--- config.mk ---
export PLATFORM = sky130hd
export DESIGN_NAME = pin_glitch_filter
export DESIGN_NICKNAME = d
export VERILOG_FILES = /design/src/rtl/pgf_pkg.sv /design/src/rtl/pgf_regs.sv /design/src/rtl/pgf_tick_sel.sv /design/src/rtl/pgf_cell.sv /design/src/rtl/pin_glitch_filter.sv
export SDC_FILE = /design/constraint.sdc
export NUM_CORES = 1
export LEC_CHECK = 0
export BUFFER_PORTS_ARGS = -buffer_cell sky130_fd_sc_hd__buf_2
export CAP_MARGIN = 20
export CORE_UTILIZATION = 30
export DETAILED_ROUTE_END_ITERATION = 7
export PLACE_DENSITY = 0.55
export SETUP_SLACK_MARGIN = 0.4
export SKIP_LAST_GASP = 1
export SLEW_MARGIN = 20
export SYNTH_ARGS = -nofsm -noshare
export SYNTH_HDL_FRONTEND = slang
export SYNTH_HIERARCHICAL = 1
export SYNTH_SLANG_ARGS = --single-unit
--- constraint.sdc ---
create_clock -name clk -period 3.5 [get_ports clk]
set_input_delay 0.35 -clock clk [delete_from_list [all_inputs] [get_ports clk]]
set_output_delay 0.35 -clock clk [all_outputs]
set_load 0.005 [all_outputs]
--- src/rtl/pgf_pkg.sv ---
`timescale 1ns/1ps
package pgf_pkg;
    // Register offsets (byte addresses on the register port)
    localparam int unsigned OFS_ENABLE = 'h00;
    localparam int unsigned OFS_SELECT = 'h04;
    localparam int unsigned OFS_WIDTH  = 'h08;

    typedef enum logic [1:0] {
        FLT_OFF     = 2'd0,
        FLT_STABLE  = 2'd1,
        FLT_QUALIFY = 2'd2
    } flt_state_e;
endpackage

--- src/rtl/pgf_regs.sv ---
`timescale 1ns/1ps
module pgf_regs
    import pgf_pkg::*;
#(
    parameter int NPINS  = 32,
    parameter int CNT_W  = 5,
    parameter int ADDR_W = 8,
    parameter int DATA_W = 32
) (
    input  logic              clk,
    input  logic              rst_n,
    input  logic              reg_wr,
    input  logic [ADDR_W-1:0] reg_addr,
    input  logic [DATA_W-1:0] reg_wdata,
    output logic [DATA_W-1:0] reg_rdata,
    output logic [NPINS-1:0]  en_mask,
    output logic              clk_sel,
    output logic [CNT_W-1:0]  width_val
);
    logic hit_en, hit_sel, hit_width, cfg_open;
    logic wdata_unused;

    assign hit_en    = (reg_addr == ADDR_W'(OFS_ENABLE));
    assign hit_sel   = (reg_addr == ADDR_W'(OFS_SELECT));
    assign hit_width = (reg_addr == ADDR_W'(OFS_WIDTH));
    // shared settings are writable only with every filter off
    assign cfg_open  = (en_mask == '0);
    assign wdata_unused = ^reg_wdata;

    always_ff @(posedge clk or negedge rst_n) begin
        if (!rst_n) begin
            en_mask   <= '0;
            clk_sel   <= 1'b0;
            width_val <= '0;
        end else if (reg_wr) begin
            if (hit_en)
                en_mask <= reg_wdata[NPINS-1:0];
            if (hit_sel && cfg_open)
                clk_sel <= reg_wdata[0];
            if (hit_width && cfg_open)
                width_val <= reg_wdata[CNT_W-1:0];
        end
    end

    always_comb begin
        reg_rdata = '0;
        if (hit_en)
            reg_rdata = DATA_W'(en_mask);
        else if (hit_sel)
            reg_rdata = DATA_W'(clk_sel);
        else if (hit_width)
            reg_rdata = DATA_W'(width_val);
    end
endmodule

--- src/rtl/pgf_tick_sel.sv ---
`timescale 1ns/1ps
module pgf_tick_sel (
    input  logic clk_sel,
    input  logic slow_tick,
    output logic filt_tick
);
    // 0: every bus-clock cycle is a tick; 1: only slow_tick cycles
    assign filt_tick = clk_sel ? slow_tick : 1'b1;
endmodule

--- src/rtl/pgf_cell.sv ---
`timescale 1ns/1ps
module pgf_cell
    import pgf_pkg::*;
#(
    parameter int CNT_W = 5
) (
    input  logic             clk,
    input  logic             rst_n,
    input  logic             enable,
    input  logic             tick,
    input  logic             din,
    input  logic [CNT_W-1:0] width,
    output logic             dout
);
    flt_state_e       state_q, state_d;
    logic [CNT_W-1:0] cnt_q, cnt_d;
    logic             out_q, out_d;
    logic [CNT_W:0]   cnt_inc;
    logic             qualified;

    assign cnt_inc   = {1'b0, cnt_q} + 1'b1;
    assign qualified = (cnt_inc > {1'b0, width});

    // State register
    always_ff @(posedge clk or negedge rst_n) begin
        if (!rst_n) state_q <= FLT_OFF;
        else        state_q <= state_d;
    end

    // Counter and output register
    always_ff @(posedge clk or negedge rst_n) begin
        if (!rst_n) begin
            cnt_q <= '0;
            out_q <= 1'b0;
        end else begin
            cnt_q <= cnt_d;
            out_q <= out_d;
        end
    end

    always_comb begin
        state_d = state_q;
        cnt_d   = cnt_q;
        out_d   = out_q;
        unique case (state_q)
            FLT_OFF: begin
                out_d = 1'b0;
                cnt_d = '0;
                if (enable) state_d = FLT_STABLE;
            end
            FLT_STABLE: begin
                cnt_d = '0;
                if (!enable) begin
                    state_d = FLT_OFF;
                    out_d   = 1'b0;
                end else if (tick && (din != out_q)) begin
                    if (qualified) out_d = din;
                    else begin
                        cnt_d   = cnt_inc[CNT_W-1:0];
                        state_d = FLT_QUALIFY;
                    end
                end
            end
            FLT_QUALIFY: begin
                if (!enable) begin
                    state_d = FLT_OFF;
                    out_d   = 1'b0;
                    cnt_d   = '0;
                end else if (din == out_q) begin
                    state_d = FLT_STABLE;
                    cnt_d   = '0;
                end else if (tick) begin
                    if (qualified) begin
                        out_d   = din;
                        cnt_d   = '0;
                        state_d = FLT_STABLE;
                    end else begin
                        cnt_d = cnt_inc[CNT_W-1:0];
                    end
                end
            end
            default: begin
                state_d = FLT_OFF;
                out_d   = 1'b0;
                cnt_d   = '0;
            end
        endcase
    end

    assign dout = out_q;
endmodule

--- src/rtl/pin_glitch_filter.sv ---
`timescale 1ns/1ps
module pin_glitch_filter #(
    parameter int NPINS  = 32,
    parameter int CNT_W  = 5,
    parameter int ADDR_W = 8,
    parameter int DATA_W = 32
) (
    input  logic              clk,
    input  logic              rst_n,
    input  logic              slow_tick,
    input  logic              reg_wr,
    input  logic [ADDR_W-1:0] reg_addr,
    input  logic [DATA_W-1:0] reg_wdata,
    output logic [DATA_W-1:0] reg_rdata,
    input  logic [NPINS-1:0]  pin_in,
    output logic [NPINS-1:0]  pin_out
);
    logic [NPINS-1:0] en_mask;
    logic             clk_sel;
    logic [CNT_W-1:0] width_val;
    logic             filt_tick;

    pgf_regs #(
        .NPINS(NPINS), .CNT_W(CNT_W), .ADDR_W(ADDR_W), .DATA_W(DATA_W)
    ) u_regs (
        .clk(clk), .rst_n(rst_n), .reg_wr(reg_wr), .reg_addr(reg_addr),
        .reg_wdata(reg_wdata), .reg_rdata(reg_rdata), .en_mask(en_mask),
        .clk_sel(clk_sel), .width_val(width_val)
    );

    pgf_tick_sel u_tick (
        .clk_sel(clk_sel), .slow_tick(slow_tick), .filt_tick(filt_tick)
    );

    for (genvar i = 0; i < NPINS; i++) begin : g_cell
        pgf_cell #(.CNT_W(CNT_W)) u_cell (
            .clk(clk), .rst_n(rst_n), .enable(en_mask[i]), .tick(filt_tick),
            .din(pin_in[i]), .width(width_val), .dout(pin_out[i])
        );
    end
endmodule

; ---- Yosys cells after proc, flatten, opt, wreduce, memory -nomap -nowiden
; Cells that the tools add are included.
[totals]
output_inout_bits = 64
regBits = 294
inputBits = 76
[classes]
n_lt_le_gt_ge = 32
muxes = 740
add_sub_neg = 32
reduce_logical = 135
n_eq_ne = 354
[op_table]
columns = cell, n
row1 = 5-bit 2-to-1 mux, 193
row2 = 2-bit 2-to-1 mux, 256
row3 = 5-bit case mux with 2 select lines, 32
row4 = 3-bit != test (second input constant), 95
row5 = 1-bit 2-to-1 mux, 193
row6 = 5-bit by 1-bit adder with 6-bit output (second input constant), 32
row7 = 6-bit by 5-bit > comparator with 1-bit output, 32
row8 = 2-bit case mux with 3 select lines, 32
row9 = 5-bit AND reduction, 32
row10 = 4-bit by 2-bit != test with 1-bit output (second input constant), 33
row11 = 4-bit by 3-bit != test with 1-bit output (second input constant), 31
row12 = 3-bit by 2-bit != test with 1-bit output (second input constant), 33
row13 = 3-bit AND reduction, 32
row14 = 2-bit by 1-bit == test with 1-bit output (second input constant), 32
row15 = 2-bit == test (second input constant), 32
row16 = 2-bit zero test, 32
row17 = 32-bit 2-to-1 mux, 2
row18 = 2-bit != test (second input constant), 32
row19 = 1-bit case mux with 2 select lines, 32
row20 = 1-bit logical AND, 34
row21 = 1-bit == test, 32
row22 = 32-bit zero test, 1
row23 = 1-bit != test, 32
row24 = 8-bit by 3-bit == test with 1-bit output (second input constant), 1
row25 = other kinds (3), 5

; ---- Depth between registers and ports, before layout
[logic_depth]
depth_word = 7
mapped_depth = 10
mapped_depth_nobuf = 10

; ---- By module
; The synthesis kept the hierarchy.
[modules_own_cells]
columns = mod, instances, seq_area_each_um2, cells_per_inst, area_per_inst_um2
row1 = pgf_cell at g_cell[19].u_cell ..., 16, 200.2, 70, 653.1
row2 = pgf_cell at g_cell[11].u_cell ..., 10, 200.2, 64, 633.1
row3 = pgf_cell at g_cell[0].u_cell ..., 3, 200.2, 70, 659.4
row4 = pgf_regs, 1, 950.9, 140, 1820.5
row5 = pgf_cell at g_cell[27].u_cell, 1, 200.2, 73, 696.9
row6 = pgf_cell at g_cell[13].u_cell, 1, 200.2, 70, 666.9
row7 = pgf_cell at g_cell[9].u_cell, 1, 200.2, 70, 654.4
row8 = pgf_tick_sel, 1, 0.0, 1, 6.3

; ---- Worst setup path after synthesis
; No wires, ideal clock.
[synth_timing]
path_type = input-to-reg
start = input slow_tick
end = register g_cell[11].u_cell.state_q[0]
n_path_buf = 0
setup_ns = 0.125
slack_ns = 0.026
cell_stages = 5
required_ns = 3.375
arrival_time_ns = 3.349
path_cell_list = nand2b_1 nand2_1 nor3_1 a2bb2oi_1 mux2_2
[synth_between]
elab_chain_len = 4
word_cells_on_any_way = 5
classes_between = 2 x eq/ne / 1 x mux / 2 x reduce/logical
[synth_rtl]
columns = element, line_no
row1 = from (decl), pin_glitch_filter.sv:10  ; input logic slow_tick,
row2 = 1-bit 2-to-1 mux (*), pgf_tick_sel.sv:8  ; assign filt_tick = clk_sel ? slow_tick : 1'b1;
row3 = 1-bit logical AND, pgf_cell.sv:56  ; end else if (tick && (din != out_q)) begin
row4 = 3-bit by 2-bit != test with 1-bit output (no source line), -
row5 = 5-bit AND reduction (no source line) (*), -
row6 = to (signal assigned), pgf_cell.sv:27  ; else state_q <= state_d;
row7 = to (decl), pgf_cell.sv:15  ; flt_state_e state_q, state_d;
; Mark *: on every way between the ends. The rest lies on a longest branch, timed or not.
; A chain may end at the register's enable or synchronous reset.

; ---- Worst setup path after layout
[layout_timing]
start = register u_regs.width_val[2]
end = register g_cell[0].u_cell.state_q[0]
[layout_between]
elab_chain_len = 3
word_cells_on_any_way = 4
classes_between = 1 x order compare / 2 x eq/ne / 1 x reduce/logical
[layout_rtl]
columns = element, line_no
row1 = from (decl), pgf_regs.sv:18  ; output logic [CNT_W-1:0] width_val
row2 = from (signal assigned), pgf_regs.sv:41  ; width_val <= reg_wdata[CNT_W-1:0];
row3 = 6-bit by 5-bit > comparator with 1-bit output (*), pgf_cell.sv:22  ; assign qualified = (cnt_inc > {1'b0, width});
row4 = 4-bit by 2-bit != test with 1-bit output (no source line) or 3-bit != test (tied branches), -
row5 = 5-bit AND reduction (no source line) (*), -
row6 = to (signal assigned), pgf_cell.sv:27
row7 = to (decl), pgf_cell.sv:15
; Marks and branches as above.

==> results.toml <==
[global_routing]
overflow = 0
grt_usage_pct = 15.07
grt_pass1_vias = 18718
grt_max_degree = 71
antenna_found_initial = 5
grt_pass1_wl_microns = 95100

[detailed_routing]
viasPerCell = 5.184
antenna_left = 0
drt_iter0_drc = 911
vias = 18403
dr.pass1.iters = 5
drc = 0
drt-total-wl_microns = 57940
routedWlPerCell_microns = 16.32

[clock_tree]
cts_tree = "yes"
cts-root-buf = "clkbuf_16"
cts_setup_buffers = 0
cts_made_buffers = 41
cts.clk_slew.worst_paths_ns = 0.06
cts_resized = 0
clock_latency_ns = 0.57
clock-sinks = 294
h-tree-depth = 2
cts_max_path_buffers = 3

[floorplanning]
io_pins = 140
rows = 100
initial_core_util_pct = 30.36
fp.dieH_microns = 276.5
coreArea_sq_um = 74450
die-area_sq_um = 76450
die_w_microns = 276.5

[yosys]
yosys_warnings = 6
syn_nets = 2720
yosysSeqAreaShare_pct = 32.55
netlist_area_sq_um = 22600
async_reset_ff_share_pct = 100.0
yosys_register_bits = 294
syn_area_per_cell_sq_um = 9.726
synthFlopType = "dfrtp_1"
synth-edff-count = 0
synthCells = 2324
synth.distinct_cells = 60

[place]
hpwl_microns = 42700
dpl_worst_slack_ns = 0.6288
port_buffers = 139
gp_congestion = 0.8231

[setup_path]
worstSetupStartpointType = "flip-flop"
crit_start = "u_regs/width_val[2]"
worstPathArrival_ns = 3.39
reg2reg_slack_ns = 0.55
cp_max_fo = 22
reg2regPathDepth = 9
crit_path_end_kind = "flip-flop"
worst_ep_required_time_ns = 3.95
cp_slowest_cell = "dfrtp_2"
crit_path_cell_trace = "buf_4 > inv_1 > ha_1 > and3_2 > o21ai_2 > a32oi_2 > nor3_1 > a2bb2oi_1 > mux2_1"
timing.rr.start = "u_regs/width_val[2]"
rr_endpoint = "g_cell[0].u_cell/state_q[0]"
critPathMaxStageDelay_ns = 0.74
worst-setup-path-type = "reg -> reg"

[timing]
slew_headroom_pct = 54.76
tns_ns = 0
setup_violations = 0
final_hold_viol_count = 0
tightest_slew_ns = 0.6785
hold_ws_ns = 0.03215
report.final.slew_viol_count = 0
finalCriticalPeriod_ns = 2.948
skew_ns = 0.01958
period_share_pct = 84.24
rsz0062_at_grt = "false"
fmax_mhz = 339.2
setup_ws_ns = 0.5518

[power]
seqPwrFrac_pct = 35.8
clkPwrFrac_pct = 37.9
p_int_mw = 7.380
switchingPower_mw = 3.569
powerDensity_nw_per_um2 = 416.3
switching_share_pct = 32.60
ir_drop_uv = 239.2
comb_power_share_pct = 26.3
p_leak_nw = 12.62

[worst_hold_path]
hold_class = "in -> reg"
holdPathStages = 2
whs_endpoint = "u_regs/en_mask[13]"
min-delay-start = "reg_wdata[13]"

[finish]
nets = 2941
drive_gt1_share_pct = 17.27
syn2layout_area_growth_pct = 16.36

[flow_run]
drv_cap = 0

[status]
status = "finished, final reports clean"
==> metal layers <==
metal  vias to the layer above  part of all wire (%)  GRT usage, %
met1                      9027                    45         18.74
met4                         2                   2.6         5.257
met5                         -                 0.021             0
met3                        90                   3.7         1.986
met2                       327                    49         26.57
li1                       8957                     -             -
==> through the flow <==
step	std cells	power (mW)	utilization, %	area (sq um)
3_5_place_dp	3448	6.830	33.22	24730
3_3_place_gp	3448	6.692	33.22	24730
6_report	3550	10.95	35.33	26300
4_1_cts	3546	11.13	35.32	26290
2_1_floorplan	2324	6.071	-	22610
5_1_grt	3549	11.67	35.33	26300
==> how the worst max path moves through the flow <==
stage,end,slack (ns),depth (start not counted)
global placement,g_cell[10].u_cell/state_q[0],0.74,8
floorplan,g_cell[11].u_cell/state_q[0],0.98,5
CTS,g_cell[0].u_cell/state_q[0],0.59,9
global route,g_cell[0].u_cell/state_q[0],0.43,9
detailed placement,g_cell[19].u_cell/state_q[0],0.63,9
finish,g_cell[0].u_cell/state_q[0],0.55,9
==> critical path: cells and delay by family, from the launching register on <==
kind | cells | cell delay, ns
DFF | 1 | 0.74
buffers and inverters | 2 | 0.45
and+or+nand+nor | 2 | 0.53
adders and majority gates | 1 | 0.29
AOI/OAI and AO/OA | 3 | 0.45
muxes | 1 | 0.37
==> layout make-up <==
type / count / area (sq um)
Antenna cell: 4 / 10.01
Clock buffer: 59 / 1216
Clock inverter: 16 / 115.1
Fill cell: 7430 / 48140
Inverter: 217 / 814.5
Multi-Input combinational cell: 1806 / 14390
Sequential cell: 294 / 7361
Tap cell: 969 / 1212
Timing Repair Buffer: 185 / 1184
==> cells in the final DEF, fill, tap and decap left out, drive strengths merged, types with 31 or more instances in the layout <==
cell type,synthesis,layout
a21o,54,54
a21oi,85,85
a22o,110,110
a2bb2oi,31,31
a32o,31,31
a32oi,31,31
and3,84,84
buf,3,162
clkbuf,4,59
dfrtp,294,294
ha,320,320
inv,217,218
mux2,81,81
nand2,193,193
nand2b,72,72
nand3,92,92
nor2,101,101
nor2b,33,33
nor3,34,34
o211ai,83,83
o21ai,86,86
or4,50,50
xnor2,54,54
xor2,54,54
==> synth_stat cells (all sizes together), types with 31 or more instances <==
library cell	instances	area share, %
a21o	54	1.8
a32oi	31	1.9
o21ai	86	2.0
inv	217	3.6
nor2b	33	0.91
a22o	110	4.3
xor2	54	2.1
nand2	193	3.3
o211ai	83	2.8
a32o	31	1.4
a21oi	85	2.6
nand2b	72	2.0
and3	84	2.5
nor3	34	0.80
mux2	81	4.1
ha	320	18
nand3	92	2.0
a2bb2oi	31	1.2
nor2	101	1.7
xnor2	54	2.1
dfrtp	294	33
or4	50	2.0
==> state kept, by name, indices dropped and copies added (netlist names) <==
| name | flops |
|---|---|
| g_cell.u_cell/cnt_q | 160 |
| g_cell.u_cell/state_q | 64 |
| g_cell.u_cell/dout | 32 |
| u_regs/en_mask | 32 |
| u_regs/width_val | 5 |
| u_regs/clk_sel | 1 |
==> cell families after synthesis <==
family	after synthesis	share of synthesized area, %
buffers and inverters	224	3.825
xor gates and xnor gates	108	4.185
muxes	82	4.113
AOI/OAI and AO/OA	549	19.06
adders and majority gates	320	17.71
DFF	294	32.55
and+or+nand+nor	747	18.56
==> power groups by stage <==
stage	sequential (mW)	combinational [mW]	clock, mW
detailed placement	3.99	2.84	0
finish	3.92	2.88	4.14
CTS	3.93	2.88	4.32
global placement	3.96	2.73	0
floorplan	3.91	2.16	0
global route	3.97	3.26	4.44
==> what timing repair did <==
action / 4_1_cts / 5_1_grt
hold endpoints to repair: 84 / 0
hold buffers: 23 / 0
endpoints found under the setup margin: 0 / 0
(Power assumes the default switching activity.)
